**src/rtl/extirq_pkg.sv**
```systemverilog
package extirq_pkg;

  // Data width of the register port.
  localparam int unsigned REG_W      = 32;
  // Number of address bits that select a register word.
  localparam int unsigned WORD_IDX_W = 3;
  // Byte address bits below the word index.
  localparam int unsigned IDX_LO     = 2;
  localparam int unsigned IDX_HI     = IDX_LO + WORD_IDX_W - 1;

  // Register word index (byte offset / 4); decoding software depends on it.
  typedef enum logic [WORD_IDX_W-1:0] {
    WR_HOLD = 3'd0,
    WR_SRC  = 3'd1,
    WR_PEND = 3'd2,
    WR_RAW  = 3'd3,
    WR_ACK  = 3'd4,
    WR_POL  = 3'd5,
    WR_MODE = 3'd6,
    WR_SOFT = 3'd7
  } word_e;

endpackage

```
**src/rtl/extirq_rst_sync.sv**
```systemverilog
module extirq_rst_sync (
  input  logic clk,
  input  logic arst_n,
  output logic rst_n_o
);

  logic [1:0] stage_q;
  logic [1:0] stage_d;

  always_comb begin
    stage_d = {stage_q[0], 1'b1};
  end

  always_ff @(posedge clk or negedge arst_n) begin
    if (!arst_n) begin
      stage_q <= '0;
    end else begin
      stage_q <= stage_d;
    end
  end

  assign rst_n_o = stage_q[1];

endmodule

```
**src/rtl/extirq_sync.sv**
```systemverilog
module extirq_sync #(
  parameter int unsigned W     = 32,
  parameter int unsigned DEPTH = 2
) (
  input  logic         clk,
  input  logic         rst_n,
  input  logic [W-1:0] d_i,
  output logic [W-1:0] q_o
);

  logic [DEPTH-1:0][W-1:0] stg_q;
  logic [DEPTH-1:0][W-1:0] stg_d;

  assign stg_d[0] = d_i;

  genvar g;
  for (g = 1; g < DEPTH; g++) begin : g_stage
    assign stg_d[g] = stg_q[g-1];
  end

  always_ff @(posedge clk or negedge rst_n) begin
    if (!rst_n) begin
      stg_q <= '0;
    end else begin
      stg_q <= stg_d;
    end
  end

  assign q_o = stg_q[DEPTH-1];

endmodule

```
**src/rtl/extirq_detect.sv**
```systemverilog
module extirq_detect #(
  parameter int unsigned NUM_LINES = 32
) (
  input  logic                 clk,
  input  logic                 rst_n,
  input  logic [NUM_LINES-1:0] sync_i,
  input  logic [NUM_LINES-1:0] pol_i,
  input  logic [NUM_LINES-1:0] edge_i,
  input  logic [NUM_LINES-1:0] clr_i,
  input  logic [NUM_LINES-1:0] mask_i,
  output logic [NUM_LINES-1:0] raw_o,
  output logic [NUM_LINES-1:0] irq_o
);

  logic [NUM_LINES-1:0] prev_q, prev_d;
  logic [NUM_LINES-1:0] req_q, req_d;
  logic [NUM_LINES-1:0] act_now, act_before, set_w;

  // Active when the synchronized value equals the polarity bit.
  assign act_now    = ~(sync_i ^ pol_i);
  assign act_before = ~(prev_q ^ pol_i);
  // Level lines fire while active; edge lines only when newly active.
  assign set_w      = act_now & ~(edge_i & act_before);

  always_comb begin
    prev_d = sync_i;
    req_d  = (req_q & ~clr_i) | set_w;
  end

  always_ff @(posedge clk or negedge rst_n) begin
    if (!rst_n) begin
      prev_q <= '0;
      req_q  <= '0;
    end else begin
      prev_q <= prev_d;
      req_q  <= req_d;
    end
  end

  assign raw_o = req_q;
  assign irq_o = req_q & ~mask_i;

  // Level lines with an active input must show a request next cycle.
  logic [NUM_LINES-1:0] lvl_busy;
  assign lvl_busy = ~edge_i & ~(sync_i ^ pol_i);

  AST_LEVEL_SETS: assert property (@(posedge clk) disable iff (!rst_n)
    (rst_n && (|lvl_busy)) |=> ((req_q & $past(lvl_busy)) == $past(lvl_busy)));

  // Pending edge lines without a clear stay pending.
  logic [NUM_LINES-1:0] edge_keep;
  assign edge_keep = req_q & edge_i & ~clr_i;

  AST_EDGE_STICKY: assert property (@(posedge clk) disable iff (!rst_n)
    (rst_n && (|edge_keep)) |=> ((req_q & $past(edge_keep)) == $past(edge_keep)));

  // A clear on an edge line with no transition empties the latch.
  logic [NUM_LINES-1:0] edge_gone;
  assign edge_gone = clr_i & edge_i & ~(sync_i ^ prev_q);

  AST_CLEAR_TAKES: assert property (@(posedge clk) disable iff (!rst_n)
    (rst_n && (|edge_gone)) |=> ((req_q & $past(edge_gone)) == '0));

endmodule

```
**src/rtl/extirq_regs.sv**
```systemverilog
module extirq_regs
  import extirq_pkg::*;
#(
  parameter int unsigned NUM_LINES = 32,
  parameter int unsigned ADDR_W    = 8
) (
  input  logic                 clk,
  input  logic                 rst_n,
  input  logic                 we_i,
  input  logic                 re_i,
  input  logic [ADDR_W-1:0]    addr_i,
  input  logic [REG_W-1:0]     wdata_i,
  input  logic [NUM_LINES-1:0] raw_i,
  output logic [NUM_LINES-1:0] mask_o,
  output logic [NUM_LINES-1:0] pol_o,
  output logic [NUM_LINES-1:0] edge_o,
  output logic [NUM_LINES-1:0] clr_o,
  output logic [REG_W-1:0]     rdata_o
);

  logic  hit;
  word_e idx;
  logic  unused_lsb;

  assign hit        = (addr_i[ADDR_W-1:IDX_HI+1] == '0);
  assign idx        = word_e'(addr_i[IDX_HI:IDX_LO]);
  assign unused_lsb = ^addr_i[IDX_LO-1:0];

  logic wr_hold, wr_pol, wr_mode, wr_ack;
  assign wr_hold = we_i & hit & (idx == WR_HOLD);
  assign wr_pol  = we_i & hit & (idx == WR_POL);
  assign wr_mode = we_i & hit & (idx == WR_MODE);
  assign wr_ack  = we_i & hit & (idx == WR_ACK);

  logic [NUM_LINES-1:0] mask_q, mask_d;
  logic [NUM_LINES-1:0] pol_q,  pol_d;
  logic [NUM_LINES-1:0] edg_q,  edg_d;
  logic [REG_W-1:0]     rd_q,   rd_d, rd_mux;

  // Next-state for the configuration words, each with its own enable.
  always_comb begin
    mask_d = mask_q;
    pol_d  = pol_q;
    edg_d  = edg_q;
    if (wr_hold) mask_d = wdata_i[NUM_LINES-1:0];
    if (wr_pol)  pol_d  = wdata_i[NUM_LINES-1:0];
    if (wr_mode) edg_d  = wdata_i[NUM_LINES-1:0];
  end

  // Read selection; holes and write-only words return zero.
  always_comb begin
    rd_mux = '0;
    if (hit) begin
      case (idx)
        WR_HOLD: rd_mux[NUM_LINES-1:0] = mask_q;
        WR_PEND: rd_mux[NUM_LINES-1:0] = raw_i & ~mask_q;
        WR_RAW:  rd_mux[NUM_LINES-1:0] = raw_i;
        WR_POL:  rd_mux[NUM_LINES-1:0] = pol_q;
        WR_MODE: rd_mux[NUM_LINES-1:0] = edg_q;
        default: rd_mux = '0;
      endcase
    end
  end

  always_comb begin
    rd_d = re_i ? rd_mux : rd_q;
  end

  always_ff @(posedge clk or negedge rst_n) begin
    if (!rst_n) begin
      mask_q <= '1;
      pol_q  <= '0;
      edg_q  <= '0;
      rd_q   <= '0;
    end else begin
      mask_q <= mask_d;
      pol_q  <= pol_d;
      edg_q  <= edg_d;
      rd_q   <= rd_d;
    end
  end

  assign clr_o   = wr_ack ? wdata_i[NUM_LINES-1:0] : '0;
  assign mask_o  = mask_q;
  assign pol_o   = pol_q;
  assign edge_o  = edg_q;
  assign rdata_o = rd_q;

  AST_HOLE_READS_ZERO: assert property (@(posedge clk) disable iff (!rst_n)
    (rst_n && re_i && (!hit || idx == WR_SRC || idx == WR_ACK || idx == WR_SOFT))
      |=> (rdata_o == '0));

  AST_RDATA_HELD: assert property (@(posedge clk) disable iff (!rst_n)
    (rst_n && !re_i) |=> $stable(rdata_o));

endmodule

```
**src/rtl/extirq_fwd.sv**
```systemverilog
module extirq_fwd
  import extirq_pkg::*;
#(
  parameter int unsigned NUM_LINES  = 32,
  parameter int unsigned ADDR_W     = 8,
  parameter int unsigned SYNC_DEPTH = 2
) (
  input  logic                 clk,
  input  logic                 rst_n,
  input  logic [NUM_LINES-1:0] line_i,
  input  logic                 bus_we,
  input  logic                 bus_re,
  input  logic [ADDR_W-1:0]    bus_addr,
  input  logic [REG_W-1:0]     bus_wdata,
  output logic [REG_W-1:0]     bus_rdata,
  output logic [NUM_LINES-1:0] irq_o
);

  logic                 rst_i;
  logic [NUM_LINES-1:0] line_s;
  logic [NUM_LINES-1:0] mask_w, pol_w, edge_w, clr_w, raw_w;

  extirq_rst_sync u_rst (
    .clk     (clk),
    .arst_n  (rst_n),
    .rst_n_o (rst_i)
  );

  extirq_sync #(
    .W     (NUM_LINES),
    .DEPTH (SYNC_DEPTH)
  ) u_sync (
    .clk   (clk),
    .rst_n (rst_i),
    .d_i   (line_i),
    .q_o   (line_s)
  );

  extirq_detect #(
    .NUM_LINES (NUM_LINES)
  ) u_det (
    .clk    (clk),
    .rst_n  (rst_i),
    .sync_i (line_s),
    .pol_i  (pol_w),
    .edge_i (edge_w),
    .clr_i  (clr_w),
    .mask_i (mask_w),
    .raw_o  (raw_w),
    .irq_o  (irq_o)
  );

  extirq_regs #(
    .NUM_LINES (NUM_LINES),
    .ADDR_W    (ADDR_W)
  ) u_regs (
    .clk     (clk),
    .rst_n   (rst_i),
    .we_i    (bus_we),
    .re_i    (bus_re),
    .addr_i  (bus_addr),
    .wdata_i (bus_wdata),
    .raw_i   (raw_w),
    .mask_o  (mask_w),
    .pol_o   (pol_w),
    .edge_o  (edge_w),
    .clr_o   (clr_w),
    .rdata_o (bus_rdata)
  );

  AST_HELD_LINE_LOW: assert property (@(posedge clk) disable iff (!rst_i)
    ((irq_o & mask_w) == '0));

  AST_OUT_HAS_LATCH: assert property (@(posedge clk) disable iff (!rst_i)
    ((irq_o & ~raw_w) == '0));

endmodule

```
**config.mk**
```make
export PLATFORM = sky130hd
export DESIGN_NAME = extirq_fwd
export DESIGN_NICKNAME = d
export VERILOG_FILES = /design/src/rtl/extirq_pkg.sv /design/src/rtl/extirq_rst_sync.sv /design/src/rtl/extirq_sync.sv /design/src/rtl/extirq_detect.sv /design/src/rtl/extirq_regs.sv /design/src/rtl/extirq_fwd.sv
export SDC_FILE = /design/constraint.sdc
export NUM_CORES = 1
export LEC_CHECK = 0
export BUFFER_PORTS_ARGS = -buffer_cell sky130_fd_sc_hd__buf_2
export CAP_MARGIN = 20
export CORE_AREA = 2 2 176 126
export DETAILED_ROUTE_END_ITERATION = 10
export DIE_AREA = 0 0 178 128
export GPL_ROUTABILITY_DRIVEN = 0
export PLACE_DENSITY = 0.74
export SLEW_MARGIN = 40
export SYNTH_ARGS = -nofsm -noshare
export SYNTH_HDL_FRONTEND = slang
export SYNTH_HIERARCHICAL = 1
export SYNTH_SLANG_ARGS = --single-unit
```
**constraint.sdc**
```tcl
create_clock -name clk -period 13.9 [get_ports clk]
set_clock_uncertainty 0.1 [all_clocks]
set_input_delay 2.085 -clock clk [delete_from_list [all_inputs] [get_ports clk]]
set_output_delay 2.085 -clock clk [all_outputs]
set_load 0.01 [all_outputs]
```
==> flow_summary.json, run 1 <==
{
  "critPathArrivalTime_ns": 4.65,
  "fill_cells": 1728,
  "syn_area_um2": 10800,
  "pin_count": 140,
  "seq_area_um2": 6500,
  "rrSetupSlack_ns": 11.63,
  "cp_max_fo": 35,
  "r2r_end": "u_sync/stg_d[43]",
  "core_um2": 21200,
  "drtIter0Drc": 452,
  "setup_violations": 0,
  "io_buffers": 137,
  "antenna_found_initial": 3,
  "start_util_pct": 50.8,
  "ys_top_cells_by_area": "dfrtp_1 (52%), mux2_2 (9.1%), dfstp_2 (7.8%)",
  "via_per_inst": 5.40,
  "clockBufferDepth": 3,
  "fin_ws_ns": 9.55,
  "drive_gt1_share_pct": 32.7,
  "synth_edf_count": 0,
  "synthArstFlopShare_pct": 100,
  "worstSkewPairLatency_ns": 0.52,
  "finalCriticalPeriod_ns": 4.35,
  "power_density_nw_per_um2": 133,
  "grt_max_degree": 78,
  "ff2ff_path_depth": 2,
  "synth-main-ff-cell": "dfrtp_1",
  "row_count": 45,
  "wl_per_cell_um": 18.7,
  "ir_drop_v": 0.0000876,
  "required_ns": 14.20,
  "dpl_worst_slack_ns": 9.06,
  "final_net_count": 1045,
  "grt_usage_pct": 21.2,
  "r2r-start": "u_rst/stage_q[1]",
  "cts_buffers": 24,
  "cts-root-buf": "clkbuf_16",
  "hold_viol": 0,
  "worstHoldStart": "u_sync/stg_d[45]",
  "synth_cells": 834,
  "tritoncts": "done",
  "grt_first_pass_wirelength_um": 37500,
  "ys_types": 39,
  "hold-path-cell-count": 0,
  "chipWidth_um": 178,
  "synth.top_cells.by_count": "dfrtp_1 (226), mux2_2 (87), a21oi_1 (38), nor2b_1 (38), inv_1 (34)",
  "ctsResizeCount": 0,
  "maxCapViolations": 0,
  "wl_um": 23800,
  "rsz0062_at_grt": "no",
  "antenna_left": 0,
  "synth_top_area_share_pct": 52.5,
  "synth_nets": 910,
  "holdBufCountCts": 0,
  "die_h_um": 128,
  "startpoint_type": "input pin",
  "syn_to_final_growth_pct": 16.5,
  "leakage_nw": 5.67,
  "yosysMostFrequentCell": "dfrtp_1",
  "via_count": 6872,
  "hpwl_um": 14600,
  "status": "finished, final reports clean",
  "post-route-period-util_pct": 31.3,
  "holdCritPathClass": "reg -> reg",
  "worstSetupPathType": "in -> reg",
  "synth-seq-cells": 258,
  "cp-end-kind": "flop",
  "first_pass_iters": 5,
  "ctsHtreeMaxLevel": 1,
  "clk_pin_slew_ns": 0.06,
  "grt_pass1_vias": 6761,
  "postCtsSetupRepairBufs": 0,
  "drc": 0,
  "min_to": "u_sync/q_o[13]",
  "worst_slew_pin_slew_ns": 0.779,
  "synth_area_per_cell_um2": 12.9,
  "setup_tns_ns": 0,
  "slew_viol_final": 0,
  "yosys.area.top_type": "dfrtp_1",
  "multi_input_area_um2": 3980,
  "relSlewSlack_pct": 48.0,
  "clock-sinks": 258,
  "ys_seq_area_share_pct": 60.3,
  "yosys_warnings": 6,
  "max_freq_mhz": 230,
  "dieArea_um2": 22800,
  "grt.overflow.total": 0
}
==> cell usage in the layout, fill, tap and decap left out, drive strengths merged, types with 3 or more instances in the layout <==
master / synthesis / final
dfstp: 32 / 32
a211oi: 3 / 3
a21o: 32 / 32
a22o: 8 / 8
mux2i: 21 / 21
nand2b: 32 / 32
and3: 3 / 3
and2: 33 / 33
inv: 34 / 34
nor2: 3 / 3
a22oi: 8 / 8
clkinv: 1 / 4
mux2: 96 / 96
buf: 20 / 151
nor2b: 38 / 38
a221oi: 24 / 24
xor2: 33 / 33
o2bb2ai: 21 / 21
a21oi: 38 / 38
o21ai: 29 / 29
nor3b: 3 / 3
a32oi: 8 / 8
diode: 0 / 4
nand2: 26 / 26
dfrtp: 226 / 226
xnor2: 32 / 32
clkbuf: 22 / 40
==> flip-flops by register name, indices dropped and copies added (netlist names) <==
name            flops
u_sync/stg_d       32
u_regs/edge_o      32
u_sync/q_o         32
u_rst/stage_q       2
u_regs/rdata_o     32
u_det/raw_o        32
u_det/prev_q       32
u_regs/pol_o       32
u_regs/mask_o      32
==> kinds of logic (layout without fill, tap and decap cells) <==
group / count (synthesis) / in the layout / synth area share, %
other cells: 1 / 5 / 0.0348
simple gates: 144 / 144 / 7.80
flops: 258 / 258 / 60.3
buf+inv: 77 / 229 / 3.11
xor+xnor: 65 / 65 / 5.28
mux: 117 / 117 / 12.3
compound gates: 172 / 172 / 11.2
==> through the flow <==
| stage | utilization [%] | cells | instance area [µm²] | total power [mW] | hold slack, ns |
|---|---|---|---|---|---|
| final | 59.1 | 1272 | 12600 | 1.67 | 0.247 |
| after CTS | 59.1 | 1268 | 12500 | 1.68 | 0.248 |
| after global placement | 55.2 | 1223 | 11700 | 1.04 | 0.232 |
| after detailed placement | 55.5 | 1225 | 11800 | 1.05 | 0.235 |
| after floorplan | - | 834 | 10800 | 0.980 | 0.231 |
| after global routing | 59.1 | 1268 | 12500 | 1.74 | 0.253 |
==> worst max path at each step <==
| stage | start | endpoint | slack (ns) | cells after the start |
|---|---|---|---|---|
| final | bus_addr[4] | u_det/raw_o[11] | 9.55 | 8 |
| after global routing | bus_addr[4] | u_det/raw_o[13] | 9.39 | 8 |
| after CTS | bus_addr[4] | u_det/raw_o[11] | 9.59 | 8 |
| after detailed placement | bus_addr[4] | u_det/raw_o[13] | 9.06 | 8 |
| after global placement | bus_addr[4] | u_regs/pol_o[26] | 8.92 | 4 |
| after floorplan | u_rst/stage_q[1] | u_det/prev_q[0] | 6.13 | 0 |
==> worst max-delay path, stage by stage <==
cell,delay (ns)
buf_2,0.57
clkinv_1,0.52
buf_4,0.38
nor4_2,0.34
buf_4,0.34
and2_1,0.18
inv_1,0.04
a21o_1,0.17
==> power breakdown <==
part	total, mW	switching (mW)	internal (mW)	leakage, nW
Sequential	0.861	0.0457	0.815	3.05
Combinational	0.173	0.0873	0.0858	2.25
Clock	0.632	0.270	0.362	0.374
Total	1.67	0.403	1.26	5.67
==> layout make-up <==
type                       count  area share, %
clock buffer                  40           5.91
antenna                        4         0.0797
tap                          282           2.81
sequential                   258           51.8
multi-input combinational    499           31.7
clock inverter                 3          0.120
inverter                      35           1.05
timing repair buffer         151           6.58
==> metal layers <==
| layer | wire length, µm | GRT usage (%) | up-vias |
|---|---|---|---|
| met4 | 448 | 4.77 | 0 |
| met2 | 10600 | 32.2 | 187 |
| met1 | 11400 | 31.9 | 3475 |
| met5 | 0 | 0 | - |
| li1 | - | - | 3174 |
| met3 | 1370 | 4.03 | 36 |
No activity file was read; power rests on OpenSTA's default activity.
==> run 2: changes to the inputs <==
clock period = 4.5 ns   (was 13.9 ns; I/O delays follow)
==> run 2 against run 1 <==
  * Die area is the same
  * Register-to-register slack worse by 8.5 ns
  * Design area rose by 0.29%
  * Largest power group unchanged
  * Critical path depth fell by 1
  * Clock-buffer cell count did not move
  * Largest cell class unchanged
  * Clock power grew to 3.1 times the previous value
  * Power increased to 3.1 times the previous value
==> flow_summary.json, run 2 (synthesis results as in run 1) <==
{
  "status": "finished, final reports clean",
  "drtIter0Drc": 409,
  "hold_slack_ns": 0.0528,
  "pin_count": 140,
  "r2r_end": "u_regs/rdata_o[25]",
  "post-route-period-util_pct": 58.6,
  "cts_buffers": 25,
  "hold_viol": 0,
  "critPathArrivalTime_ns": 2.94,
  "switchingPower_mw": 1.29,
  "max_freq_mhz": 379,
  "core_um2": 21200,
  "die_h_um": 128,
  "antenna_found_initial": 4,
  "chipWidth_um": 178,
  "final_net_count": 1048,
  "clockBufferDepth": 3,
  "multi_input_area_um2": 3970,
  "r2r-start": "u_regs/mask_o[25]",
  "hpwl_um": 14700,
  "grt_max_degree": 150,
  "setup_tns_ns": 0,
  "postCtsSetupRepairBufs": 0,
  "layout_commonest_cell": "dfrtp_1",
  "path_common_cell": "buf_4",
  "grt_first_pass_wirelength_um": 37600,
  "via_count": 6842,
  "dieArea_um2": 22800,
  "syn_to_final_growth_pct": 16.9,
  "tritoncts": "done",
  "final_cell_mix": "dfrtp_1 (225), buf_2 (137), mux2_2 (87)",
  "holdCritPathClass": "reg -> async",
  "maxCapViolations": 0,
  "placed_cells": 1225,
  "p_sw_share_pct": 24.8,
  "p_comb_share_pct": 10.5,
  "grt_pass1_vias": 6805,
  "finalCriticalPeriod_ns": 2.64,
  "via_per_inst": 5.36,
  "fin_ws_ns": 1.86,
  "rsz0062_at_grt": "no",
  "first_pass_iters": 5,
  "row_count": 45,
  "ff2ff_path_depth": 4,
  "relSlewSlack_pct": 45.6,
  "fin_cells": 1277,
  "worstSkewPairLatency_ns": 0.52,
  "wl_um": 23800,
  "max_stage_delay_ns": 0.66,
  "seq_power_share_pct": 51.2,
  "seq_area_um2": 6500,
  "drc": 0,
  "io_buffers": 137,
  "start_util_pct": 50.8,
  "grt.overflow.total": 0,
  "fill_cells": 1724,
  "rrSetupSlack_ns": 3.13,
  "cp_cell_sequence": "buf_2 > buf_4 > or3b_2 > o2111a_1 > buf_4 > inv_1 > a221oi_1",
  "cp-end-kind": "flop",
  "p_int_mw": 3.90,
  "worst_slew_pin_slew_ns": 0.815,
  "power_density_nw_per_um2": 412,
  "clkPwrFrac_pct": 38.2,
  "clock-sinks": 258,
  "dpl_worst_slack_ns": 1.32,
  "startpoint_type": "input pin",
  "cp_max_fo": 19,
  "worstSetupPathType": "in -> reg",
  "setup_violations": 0,
  "grt_usage_pct": 21.3,
  "leakage_nw": 5.69,
  "cts-root-buf": "clkbuf_16",
  "clk_pin_slew_ns": 0.06,
  "required_ns": 4.81,
  "drive_gt1_share_pct": 32.7,
  "antenna_left": 0,
  "ir_drop_v": 0.000304,
  "slew_viol_final": 0,
  "wl_per_cell_um": 18.6,
  "cp_slowest_cell": "o2111a_1",
  "ctsHtreeMaxLevel": 1
}
run 2: cell types whose count changed in the layout (fill, tap and decap cells not counted), moves of 2 or more:
cell | before | now
buf_12 | 0 | 2
buf_4 | 10 | 12
clkbuf_8 | 6 | 4
buf_6 | 2 | 0
clkbuf_1 | 9 | 11
run 2: area by class of cell:
class | instances | share of cell area [%]
Clock buffer | 40 | 5.73
Multi-Input combinational cell | 499 | 31.5
Timing Repair Buffer | 153 | 6.78
Clock inverter | 6 | 0.407
Antenna cell | 4 | 0.0795
Inverter | 35 | 1.04
Tap cell | 282 | 2.80
Sequential cell | 258 | 51.6
run 2: how the worst max path moves through the flow:
stage	startpoint	end	slack [ns]
after CTS	bus_addr[4]	u_regs/rdata_o[21]	1.84
final	bus_addr[4]	u_regs/rdata_o[21]	1.86
after floorplan	u_rst/stage_q[1]	u_det/prev_q[0]	0.20
after global placement	bus_addr[4]	u_regs/rdata_o[25]	1.38
after detailed placement	bus_addr[4]	u_regs/rdata_o[21]	1.32
after global routing	bus_addr[4]	u_regs/rdata_o[25]	1.72
run 2: power by group through the flow:
| stage | logic, mW | clock network, mW | registers (mW) |
|---|---|---|---|
| finish | 0.546 | 1.98 | 2.65 |
| global route | 0.609 | 2.14 | 2.68 |
| detailed placement | 0.544 | 0 | 2.69 |
| floorplan | 0.339 | 0 | 2.69 |
| global placement | 0.532 | 0 | 2.69 |
| CTS | 0.549 | 2.03 | 2.65 |
run 2: stage by stage:
step	total power [mW]	util, %	instance area, µm²
global placement	3.22	55.4	11800
floorplan	3.03	-	10800
CTS	5.23	59.1	12600
finish	5.18	59.3	12600
detailed placement	3.24	55.4	11800
global route	5.42	59.3	12600
run 2: repair_timing:
item,CTS,global route
hold buffers,1,0
gates resized for setup,0,0
hold endpoints to repair,2,0
setup endpoints to repair,0,0
run 2: routing by layer:
metal  wire length (µm)  track usage (%)
met3               1340             3.53
met4                448             5.54
met2              10900             33.5
met5                 13                0
met1              11100             31.1
run 2: worst max-delay path: cells and delay by family:
family | cells | cell delay (ns)
compound gates | 2 | 0.96
buf+inv | 4 | 1.15
simple gates | 1 | 0.15
